<file path="src/rtl/fistx_pkg.sv">
package fistx_pkg;
   typedef enum logic [2:0] {
      ST_IDLE,
      ST_SEND,
      ST_WAIT_STATUS,
      ST_WAIT_STOP,
      ST_HALTED
   } tx_state_t;
endpackage

</file>
<file path="src/rtl/fistx_retry_cnt.sv">
module fistx_retry_cnt #(
   parameter int RETRY_W   = 8,
   parameter bit RETRY_SAT = 1'b1
) (
   input  logic               clk,
   input  logic               rst_n,
   input  logic               clr,
   input  logic               inc,
   output logic [RETRY_W-1:0] cnt
);
   localparam logic [RETRY_W-1:0] CNT_MAX = {RETRY_W{1'b1}};

   logic [RETRY_W-1:0] cnt_nxt;

   generate
      if (RETRY_W < 1) begin : g_bad_width
         $error("RETRY_W must be at least 1");
      end
      if (RETRY_SAT) begin : g_sat
         assign cnt_nxt = (cnt == CNT_MAX) ? cnt : cnt + 1'b1;
      end else begin : g_wrap
         assign cnt_nxt = cnt + 1'b1;
      end
   endgenerate

   always_ff @(posedge clk or negedge rst_n) begin
      if (!rst_n)   cnt <= '0;
      else if (clr) cnt <= '0;
      else if (inc) cnt <= cnt_nxt;
   end

   // the count only moves on a clear or a resend
   assert_cnt_hold_R3: assert property (@(posedge clk) disable iff (!rst_n)
      (!clr && !inc) |=> $stable(cnt));
endmodule

</file>
<file path="src/rtl/fistx_fsm.sv">
module fistx_fsm
   import fistx_pkg::*;
(
   input  logic      clk,
   input  logic      rst_n,
   input  logic      run_en,
   input  logic      phy_rdy,
   input  logic      req_valid,
   input  logic      req_data,
   input  logic      rsp_ok,
   input  logic      rsp_err,
   input  logic      halt_evt,
   output tx_state_t state,
   output logic      cur_data,
   output logic      req_ready,
   output logic      tx_start,
   output logic      done_ok,
   output logic      cnt_clr,
   output logic      cnt_inc,
   output logic      reject_seen
);
   tx_state_t nxt;
   logic      live;
   logic      in_wait;
   logic      accept;

   assign live      = run_en && phy_rdy && !halt_evt;
   assign in_wait   = (state == ST_WAIT_STATUS);
   assign req_ready = (state == ST_IDLE) && run_en && phy_rdy;
   assign tx_start  = (state == ST_SEND);
   assign accept    = req_ready && !halt_evt && req_valid;
   assign cnt_clr   = accept;
   assign cnt_inc   = in_wait && live && !rsp_ok && rsp_err && !cur_data;
   assign reject_seen = in_wait && rsp_err && !rsp_ok;

   always_comb begin
      nxt = state;
      if (!run_en) begin
         nxt = ST_IDLE;
      end else if (halt_evt) begin
         nxt = ST_HALTED;
      end else begin
         unique case (state)
            ST_IDLE:        if (phy_rdy && req_valid) nxt = ST_SEND;
            ST_SEND:        nxt = phy_rdy ? ST_WAIT_STATUS : ST_IDLE;
            ST_WAIT_STATUS: begin
               if (!phy_rdy)     nxt = ST_IDLE;
               else if (rsp_ok)  nxt = ST_IDLE;
               else if (rsp_err) nxt = cur_data ? ST_WAIT_STOP : ST_SEND;
            end
            ST_WAIT_STOP:   if (!phy_rdy) nxt = ST_IDLE;
            ST_HALTED:      nxt = ST_HALTED;
            default:        nxt = ST_IDLE;
         endcase
      end
   end

   always_ff @(posedge clk or negedge rst_n) begin
      if (!rst_n) begin
         state    <= ST_IDLE;
         cur_data <= 1'b0;
         done_ok  <= 1'b0;
      end else begin
         state   <= nxt;
         done_ok <= in_wait && live && rsp_ok;
         if (accept) cur_data <= req_data;
      end
   end

   // a launch lasts exactly one cycle
   assert_start_pulse_R2: assert property (@(posedge clk) disable iff (!rst_n)
      tx_start |=> !tx_start);
   // parking only ever happens for a data frame
   assert_park_is_data_R4: assert property (@(posedge clk) disable iff (!rst_n)
      (state == ST_WAIT_STOP) |-> cur_data);
   // losing the PHY outside a halt leads back to idle
   assert_phy_drop_idle_R6: assert property (@(posedge clk) disable iff (!rst_n)
      (!phy_rdy && run_en && !halt_evt && state != ST_HALTED) |=> (state == ST_IDLE));
   // nothing is taken or launched while halted
   assert_halt_blocks_R8: assert property (@(posedge clk) disable iff (!rst_n)
      (state == ST_HALTED) |-> (!tx_start && !req_ready));
   // withdrawing the run enable idles the controller
   assert_run_clear_idle_R9: assert property (@(posedge clk) disable iff (!rst_n)
      !run_en |=> (state == ST_IDLE));
endmodule

</file>
<file path="src/rtl/fistx_status.sv">
module fistx_status (
   input  logic       clk,
   input  logic       rst_n,
   input  logic       in_frame,
   input  logic       frame_data,
   input  logic       phy_rdy,
   input  logic       reject_seen,
   input  logic [2:0] status_clr,
   output logic       diag_h,
   output logic       if_nonfatal,
   output logic       if_fatal
);
   logic drop_in_frame;

   assign drop_in_frame = in_frame && !phy_rdy;

   always_ff @(posedge clk or negedge rst_n) begin
      if (!rst_n) begin
         diag_h      <= 1'b0;
         if_nonfatal <= 1'b0;
         if_fatal    <= 1'b0;
      end else begin
         if (reject_seen)                       diag_h <= 1'b1;
         else if (status_clr[0])                diag_h <= 1'b0;
         if (drop_in_frame && !frame_data)      if_nonfatal <= 1'b1;
         else if (status_clr[1])                if_nonfatal <= 1'b0;
         if (drop_in_frame && frame_data)       if_fatal <= 1'b1;
         else if (status_clr[2])                if_fatal <= 1'b0;
      end
   end

   // the diagnostic bit holds until it is cleared
   assert_diag_sticky_R5: assert property (@(posedge clk) disable iff (!rst_n)
      (diag_h && !status_clr[0]) |=> diag_h);
   // a drop with no frame in flight leaves the interface flags alone
   assert_idle_drop_quiet_R7: assert property (@(posedge clk) disable iff (!rst_n)
      (!in_frame && status_clr[2:1] == 2'b00) |=> ($stable(if_fatal) && $stable(if_nonfatal)));
endmodule

</file>
<file path="src/rtl/fis_tx_retry_ctrl.sv">
module fis_tx_retry_ctrl
   import fistx_pkg::*;
#(
   parameter int RETRY_W   = 8,
   parameter bit RETRY_SAT = 1'b1
) (
   input  logic               clk,
   input  logic               rst_n,
   input  logic               run_en,
   input  logic               phy_rdy,
   input  logic               req_valid,
   input  logic               req_data,
   output logic               req_ready,
   output logic               tx_start,
   input  logic               rsp_ok,
   input  logic               rsp_err,
   output logic               done_ok,
   output logic [RETRY_W-1:0] retry_cnt,
   input  logic               tf_update,
   input  logic               tf_err,
   input  logic               tf_err_ie,
   output logic               halt_irq,
   input  logic [2:0]         status_clr,
   output logic               diag_h,
   output logic               if_nonfatal,
   output logic               if_fatal
);
   tx_state_t state;
   logic      cur_data;
   logic      halt_evt;
   logic      cnt_clr;
   logic      cnt_inc;
   logic      reject_seen;
   logic      in_frame;

   assign halt_evt = tf_update && tf_err && tf_err_ie;
   assign halt_irq = (state == ST_HALTED);
   assign in_frame = (state == ST_SEND) || (state == ST_WAIT_STATUS);

   fistx_fsm u_fsm (
      .clk         (clk),
      .rst_n       (rst_n),
      .run_en      (run_en),
      .phy_rdy     (phy_rdy),
      .req_valid   (req_valid),
      .req_data    (req_data),
      .rsp_ok      (rsp_ok),
      .rsp_err     (rsp_err),
      .halt_evt    (halt_evt),
      .state       (state),
      .cur_data    (cur_data),
      .req_ready   (req_ready),
      .tx_start    (tx_start),
      .done_ok     (done_ok),
      .cnt_clr     (cnt_clr),
      .cnt_inc     (cnt_inc),
      .reject_seen (reject_seen)
   );

   fistx_retry_cnt #(
      .RETRY_W   (RETRY_W),
      .RETRY_SAT (RETRY_SAT)
   ) u_cnt (
      .clk   (clk),
      .rst_n (rst_n),
      .clr   (cnt_clr),
      .inc   (cnt_inc),
      .cnt   (retry_cnt)
   );

   fistx_status u_status (
      .clk         (clk),
      .rst_n       (rst_n),
      .in_frame    (in_frame),
      .frame_data  (cur_data),
      .phy_rdy     (phy_rdy),
      .reject_seen (reject_seen),
      .status_clr  (status_clr),
      .diag_h      (diag_h),
      .if_nonfatal (if_nonfatal),
      .if_fatal    (if_fatal)
   );
endmodule

</file>
<file path="config.mk">
export PLATFORM = sky130hd
export DESIGN_NAME = fis_tx_retry_ctrl
export DESIGN_NICKNAME = d
export VERILOG_FILES = /design/src/rtl/fistx_pkg.sv /design/src/rtl/fistx_retry_cnt.sv /design/src/rtl/fistx_fsm.sv /design/src/rtl/fistx_status.sv /design/src/rtl/fis_tx_retry_ctrl.sv
export SDC_FILE = /design/constraint.sdc
export NUM_CORES = 1
export LEC_CHECK = 0
export BUFFER_PORTS_ARGS = -buffer_cell sky130_fd_sc_hd__buf_2
export CAP_MARGIN = 15
export CORE_ASPECT_RATIO = 1.25
export CORE_MARGIN = 4
export CORE_UTILIZATION = 47
export CTS_CLUSTER_DIAMETER = 30
export CTS_CLUSTER_SIZE = 12
export DETAILED_ROUTE_END_ITERATION = 8
export GPL_ROUTABILITY_DRIVEN = 1
export PLACE_DENSITY = 0.7
export RECOVER_POWER = 100
export SLEW_MARGIN = 20
export SYNTH_ARGS = -nofsm -noshare
export SYNTH_HDL_FRONTEND = slang
export SYNTH_HIERARCHICAL = 1
export SYNTH_SLANG_ARGS = --single-unit
</file>
<file path="constraint.sdc">
create_clock -name clk -period 2.3 [get_ports clk]
set_input_delay 0.575 -clock clk [delete_from_list [all_inputs] [get_ports clk]]
set_output_delay 0.575 -clock clk [all_outputs]
set_load 0.03 [all_outputs]
</file>
# Word-level counts from Yosys, hierarchy flattened
# Cells that the tools add are included.
[word_totals]
output_inout_bits = 15
input_bits = 14
regBits = 16
[classes]
n_reduce_logical = 31
n_eq_ne = 9
n_mux = 19
addsub = 1
[op_table]
columns = ["op", "count"]
rows = [
  ["2-to-1 mux 8 bit", 3],
  ["2-to-1 mux 3 bit", 7],
  ["logical AND 1 bit", 19],
  ["one-hot mux 3 bit (5 select lines)", 1],
  ["adder 8 x 1 -> 8 bit, second input constant", 1],
  ["== test 8 bit, second input constant", 1],
  ["!= test 4 x 3 -> 1 bit, second input constant", 2],
  ["nonzero test 2 bit", 4],
  ["== test 3 x 2 -> 1 bit, second input constant", 2],
  ["2-to-1 mux 1 bit", 6],
  ["!= test 6 x 5 -> 1 bit, second input constant", 1],
  ["zero test 1 bit", 4],
  ["2-to-1 mux 2 bit", 2],
  ["== test 3 x 1 -> 1 bit, second input constant", 1],
  ["== test 3 bit, second input constant", 1],
  ["zero test 3 bit", 1],
  ["AND reduction 3 bit", 1],
  ["!= test 2 bit, second input constant", 1],
  ["AND reduction 2 bit", 1],
  ["logical OR 1 bit", 1],
]

# Depth between registers and ports, before layout
[logic_depth]
word_depth = 10
ltp_mapped = 7
mapped_depth_nobuf = 6

# Hierarchy
# Netlist, hierarchy kept.
[modules_own_cells]
columns = ["mod", "n_inst", "area_each_um2", "cells_per_inst"]
rows = [
  ["fistx_retry_cnt", 1, 489.2, 48],
  ["fistx_fsm", 1, 311.5, 30],
  ["fistx_status", 1, 136.4, 11],
  ["fis_tx_retry_ctrl", 1, 26.3, 4],
]

# Worst setup path before layout
# No wires, ideal clock.
[synth_timing]
kind = "input -> register"
from = "in tf_err_ie"
to = "reg u_cnt.cnt[5]"
t_arrival_ps = 1940
slack_ps = 235
path_buffers = 1
setup_time_ps = 125
path_stages = 7
cell_sequence = "and3_1 nor4bb_1 and2_1 buf_2 nand3_1 a211oi_1 mux2_2"
[synth_via]
elab_chain_cells = 9
elab_cells_between_ends = 13
[synth_lines]
columns = ["element", "line_no", "rtl"]
rows = [
  ["start, declared", "fis_tx_retry_ctrl.sv:21", "input logic tf_err_ie,"],
  ["logical AND 1 bit", "fis_tx_retry_ctrl.sv:36", "assign halt_evt = tf_update && tf_err && tf_err_ie;"],
  ["zero test 1 bit", "fistx_fsm.sv:27", "assign live = run_en && phy_rdy && !halt_evt;"],
  ["logical AND 1 bit", "fistx_fsm.sv:27", ""],
  ["logical AND 1 bit (4 in a row)", "fistx_fsm.sv:33", "assign cnt_inc = in_wait && live && !rsp_ok && rsp_err && !cur_data;"],
  ["net cnt_inc", "fis_tx_retry_ctrl.sv:32", "logic cnt_inc;"],
  ["nonzero test 2 bit (no line)", "--", ""],
  ["AND reduction 2 bit (no line)", "--", ""],
  ["end signal, assigned", "fistx_retry_cnt.sv:29", "else if (inc) cnt <= cnt_nxt;"],
  ["end, declared", "fistx_retry_cnt.sv:9", "output logic [RETRY_W-1:0] cnt"],
]
# The timed path passes the listed nets, and every way through them passes these cells.
# A chain may end at the register's enable or synchronous reset.

# Final worst setup path
[layout_timing]
from = "reg u_fsm.state[1]"
to = "out req_ready"
[layout_via]
elab_chain_cells = 3
[layout_lines]
columns = ["element", "line_no", "rtl"]
rows = [
  ["start, declared", "fistx_fsm.sv:13", "output tx_state_t state,"],
  ["start signal, assigned", "fistx_fsm.sv:64", "state <= nxt;"],
  ["zero test 3 bit", "fistx_fsm.sv:29", "assign req_ready = (state == ST_IDLE) && run_en && phy_rdy;"],
  ["logical AND 1 bit (2 in a row)", "fistx_fsm.sv:29", ""],
  ["end, declared", "fis_tx_retry_ctrl.sv:13", "output logic req_ready,"],
]
# No other way between the ends.

==> out/metrics.csv <==
stage;metric;value;unit
logic_synthesis;syn avg cell area;10.4;um2
finish;most frequent cells in the layout;16 x clkbuf_1, 16 x dfrtp_1, 12 x buf_2;
place;DP Wirelength;1490;um
timing;Fin Setup TNS;0;ns
pwr;LEAKAGE;0.492;nW
worst_setup_path;R2R setup slack;0.43;ns
die;Die Y;58.6;um
timing;Max-Slew Margin vs Limit;44.4;%
finish;final non-filler cell total;142;
detailed_routing;drt pass-1 iters;4;
die;Ports;29;
finish;Nets;138;
logic_synthesis;syn nets;108;
worst_setup_path;Critical R2R Capture;u_cnt/cnt[7];
clocking;Reg clk slew, reported paths;0.09;ns
worst_setup_path;Crit path largest cell delay;0.50;ns
detailed_routing;Final ANT Viol Nets;0;
worst_setup_path;RR Startpoint;u_fsm/state[0];
global_route;largest net degree at the start of global routing;17;
global_route;All-Layer GR Usage;15.2;%
logic_synthesis;sequential-to-total area share from yosys stat;41.6;%
worst_setup_path;CP Class;register to output pin;
worst_setup_path;Critical Path Sink Type;output pin;
timing;crit share post-route;89.8;%
finish;Ant. Diodes;0;
logic_synthesis;register bit total from synthesis;16;
global_route;initial antenna violation count;0;
clocking;clk_lat worst skew;0.27;ns
worst_setup_path;Worst R2R Path Depth;7;
clocking;setup bufs post-CTS;0;
min_path;min-delay worst type;input pin to async pin;
timing;Layout Skew;0.00568;ns
logic_synthesis;synth unique cells;40;
finish;share of cells above drive strength 1;19.7;%
detailed_routing;Vias per Instance;5.76;
pwr;Power Density;497;nW/um2
flow_run;Max-Cap Viols;0;
timing;Tmin final;2.07;ns
timing;Least-Margin Pin Slew;0.834;ns
timing;Final Max Tran Viols;0;
worst_setup_path;critical-path maximum fanout;10;
worst_setup_path;sequence of cells on the critical path;nor2_1 -> and4_1 -> clkbuf_1;
place;routability cong.;0.821;
die;row count;18;
timing;RSZ-0062 raised after global routing;false;
pwr;peak supply drop;0.407;mV
run_status;status;finished clean;
finish;# fillers;206;
clocking;CTS H-tree lvls;1;
detailed_routing;wire per inst;13.4;um
detailed_routing;Post-Route WL;1910;um
die;Starting Density;49.2;%
clocking;TritonCTS clock tree;built;
clocking;clk sinks;16;
detailed_routing;DR iter-0 viols;4;
logic_synthesis;post-synthesis cell count;93;
detailed_routing;Remaining DRCs;0;
worst_setup_path;worst path required time;1.73;ns
global_route;grt total ovfl;0;
finish;area grow syn2layout;14.4;%
die;core area;1960;um2
timing;final hold vios;0;
worst_setup_path;Critical-path top delay cell;dfrtp_1;
timing;final setup fails;0;
worst_setup_path;CP delay by family, top;flip-flops;
clocking;Bufs on Longest Clock Path;2;
place;# port buffers;28;
worst_setup_path;CP bufs+invs;1;
timing;FMAX;484;MHz
clocking;Inserted Clock Buffers;3;
die;die area;2840;um2
logic_synthesis;Yosys Warn Count;6;
logic_synthesis;mapped cell area;963;um2
place;dpl cells;138;
clocking;root buf cell;clkbuf_4;
global_route;first-pass GRT wire length;3560;um
die;Die Span X;48.5;um
clocking;CTS Hold Buffers Added;0;
worst_setup_path;Worst Path Arrival;1.49;ns
pwr;post-route total power;0.000547;W
global_route;vias in the first global route;834;
clocking;Post-CTS Resized;0;
detailed_routing;vias;818;
worst_setup_path;Worst setup SP type;register;
==> Yosys cell counts, drive strengths merged <==
| cell | count | area share [%] |
|---|---|---|
| and4bb | 1 | 1.7 |
| nand2 | 1 | 0.39 |
| xnor2 | 1 | 0.91 |
| o21bai | 1 | 0.78 |
| a21oi | 3 | 1.6 |
| nand4 | 3 | 1.9 |
| a21o | 1 | 0.78 |
| clkbuf | 1 | 0.39 |
| o21ai | 2 | 1.0 |
| and4b | 1 | 1.0 |
| nor3 | 4 | 2.1 |
| nand3 | 4 | 2.1 |
| and3 | 4 | 3.6 |
| a41oi | 1 | 0.91 |
| a211oi | 3 | 2.3 |
| a31oi | 1 | 0.65 |
| nor2 | 7 | 2.7 |
| mux2 | 3 | 4.3 |
| o22ai | 2 | 2.6 |
| and4 | 3 | 2.9 |
| nor2b | 5 | 3.2 |
| inv | 6 | 2.3 |
| buf | 3 | 2.2 |
| nand4b | 1 | 0.91 |
| and2 | 1 | 0.65 |
| nor4b | 1 | 0.91 |
| a21boi | 2 | 3.1 |
| ha | 1 | 1.3 |
| dfrtp | 16 | 42 |
| mux2i | 2 | 2.1 |
| nand2b | 3 | 2.7 |
| nor4bb | 1 | 1.0 |
| a32oi | 1 | 0.91 |
| nor3b | 3 | 2.3 |
==> per-stage QoR <==
step                      setup slack (ns)  area [um2]  util (%)  hold WS, ns
after floorplan                      0.235         963         -        0.279
after global placement               0.185        1110      56.7        0.458
after detailed placement             0.118        1110      56.7        0.472
after CTS                            0.328        1150      58.6        0.195
after global routing                 0.134        1100      56.3        0.419
final                                0.235        1100      56.3        0.367
==> where the power goes <==
group          switching (W)  internal (W)
combinational      0.0000380     0.0000309
clock              0.0000794     0.0000961
sequential         0.0000129      0.000290
==> routing by layer <==
layer	track usage (%)	share of wire (%)
met1	17.4	42
met2	27.6	50
met3	3.80	6.3
met4	4.62	0.79
met5	0	0
==> cells by family after synthesis <==
| kind of cell | share of synthesized area (%) |
|---|---|
| compound gates | 14.7 |
| xor+xnor | 0.909 |
| fa+ha+maj | 1.30 |
| buf+inv | 4.93 |
| flops | 41.6 |
| mux | 6.36 |
| simple gates | 30.3 |
==> cell type report <==
type / instances / area [um2] / area share [%]
multi-input cells: 67 / 490 / 44.5
clock buffers: 4 / 36.3 / 3.29
repair buffers: 29 / 128 / 11.6
flip-flops and latches: 16 / 400 / 36.3
well taps: 20 / 25.0 / 2.27
inverters: 6 / 22.5 / 2.04
==> worst register-to-register path, cell delays in order (launching register included) <==
cell     delay [ns]
dfrtp_1        0.49
nor2_1         0.16
and3_1         0.20
and2_0         0.18
buf_4          0.17
nand4_1        0.14
nor4b_1        0.31
nor3b_1        0.08
==> flip-flops by register name, indices dropped and copies added, names as in the netlist <==
signal                flops
u_fsm/done_ok             1
u_cnt/cnt                 8
u_status/if_fatal         1
u_fsm/state               3
u_status/if_nonfatal      1
u_fsm/cur_data            1
u_status/diag_h           1
==> how the worst max path moves through the flow <==
stage	start	endpoint	slack, ns	depth (start not counted)
after floorplan	tf_err_ie	u_cnt/cnt[5]	0.24	7
after global placement	tf_err_ie	u_cnt/cnt[5]	0.19	7
after detailed placement	tf_err_ie	u_cnt/cnt[5]	0.12	7
after CTS	u_fsm/state[1]	req_ready	0.33	3
after global routing	u_fsm/state[1]	req_ready	0.13	3
final	u_fsm/state[1]	req_ready	0.23	3
(Power assumes the default switching activity.)
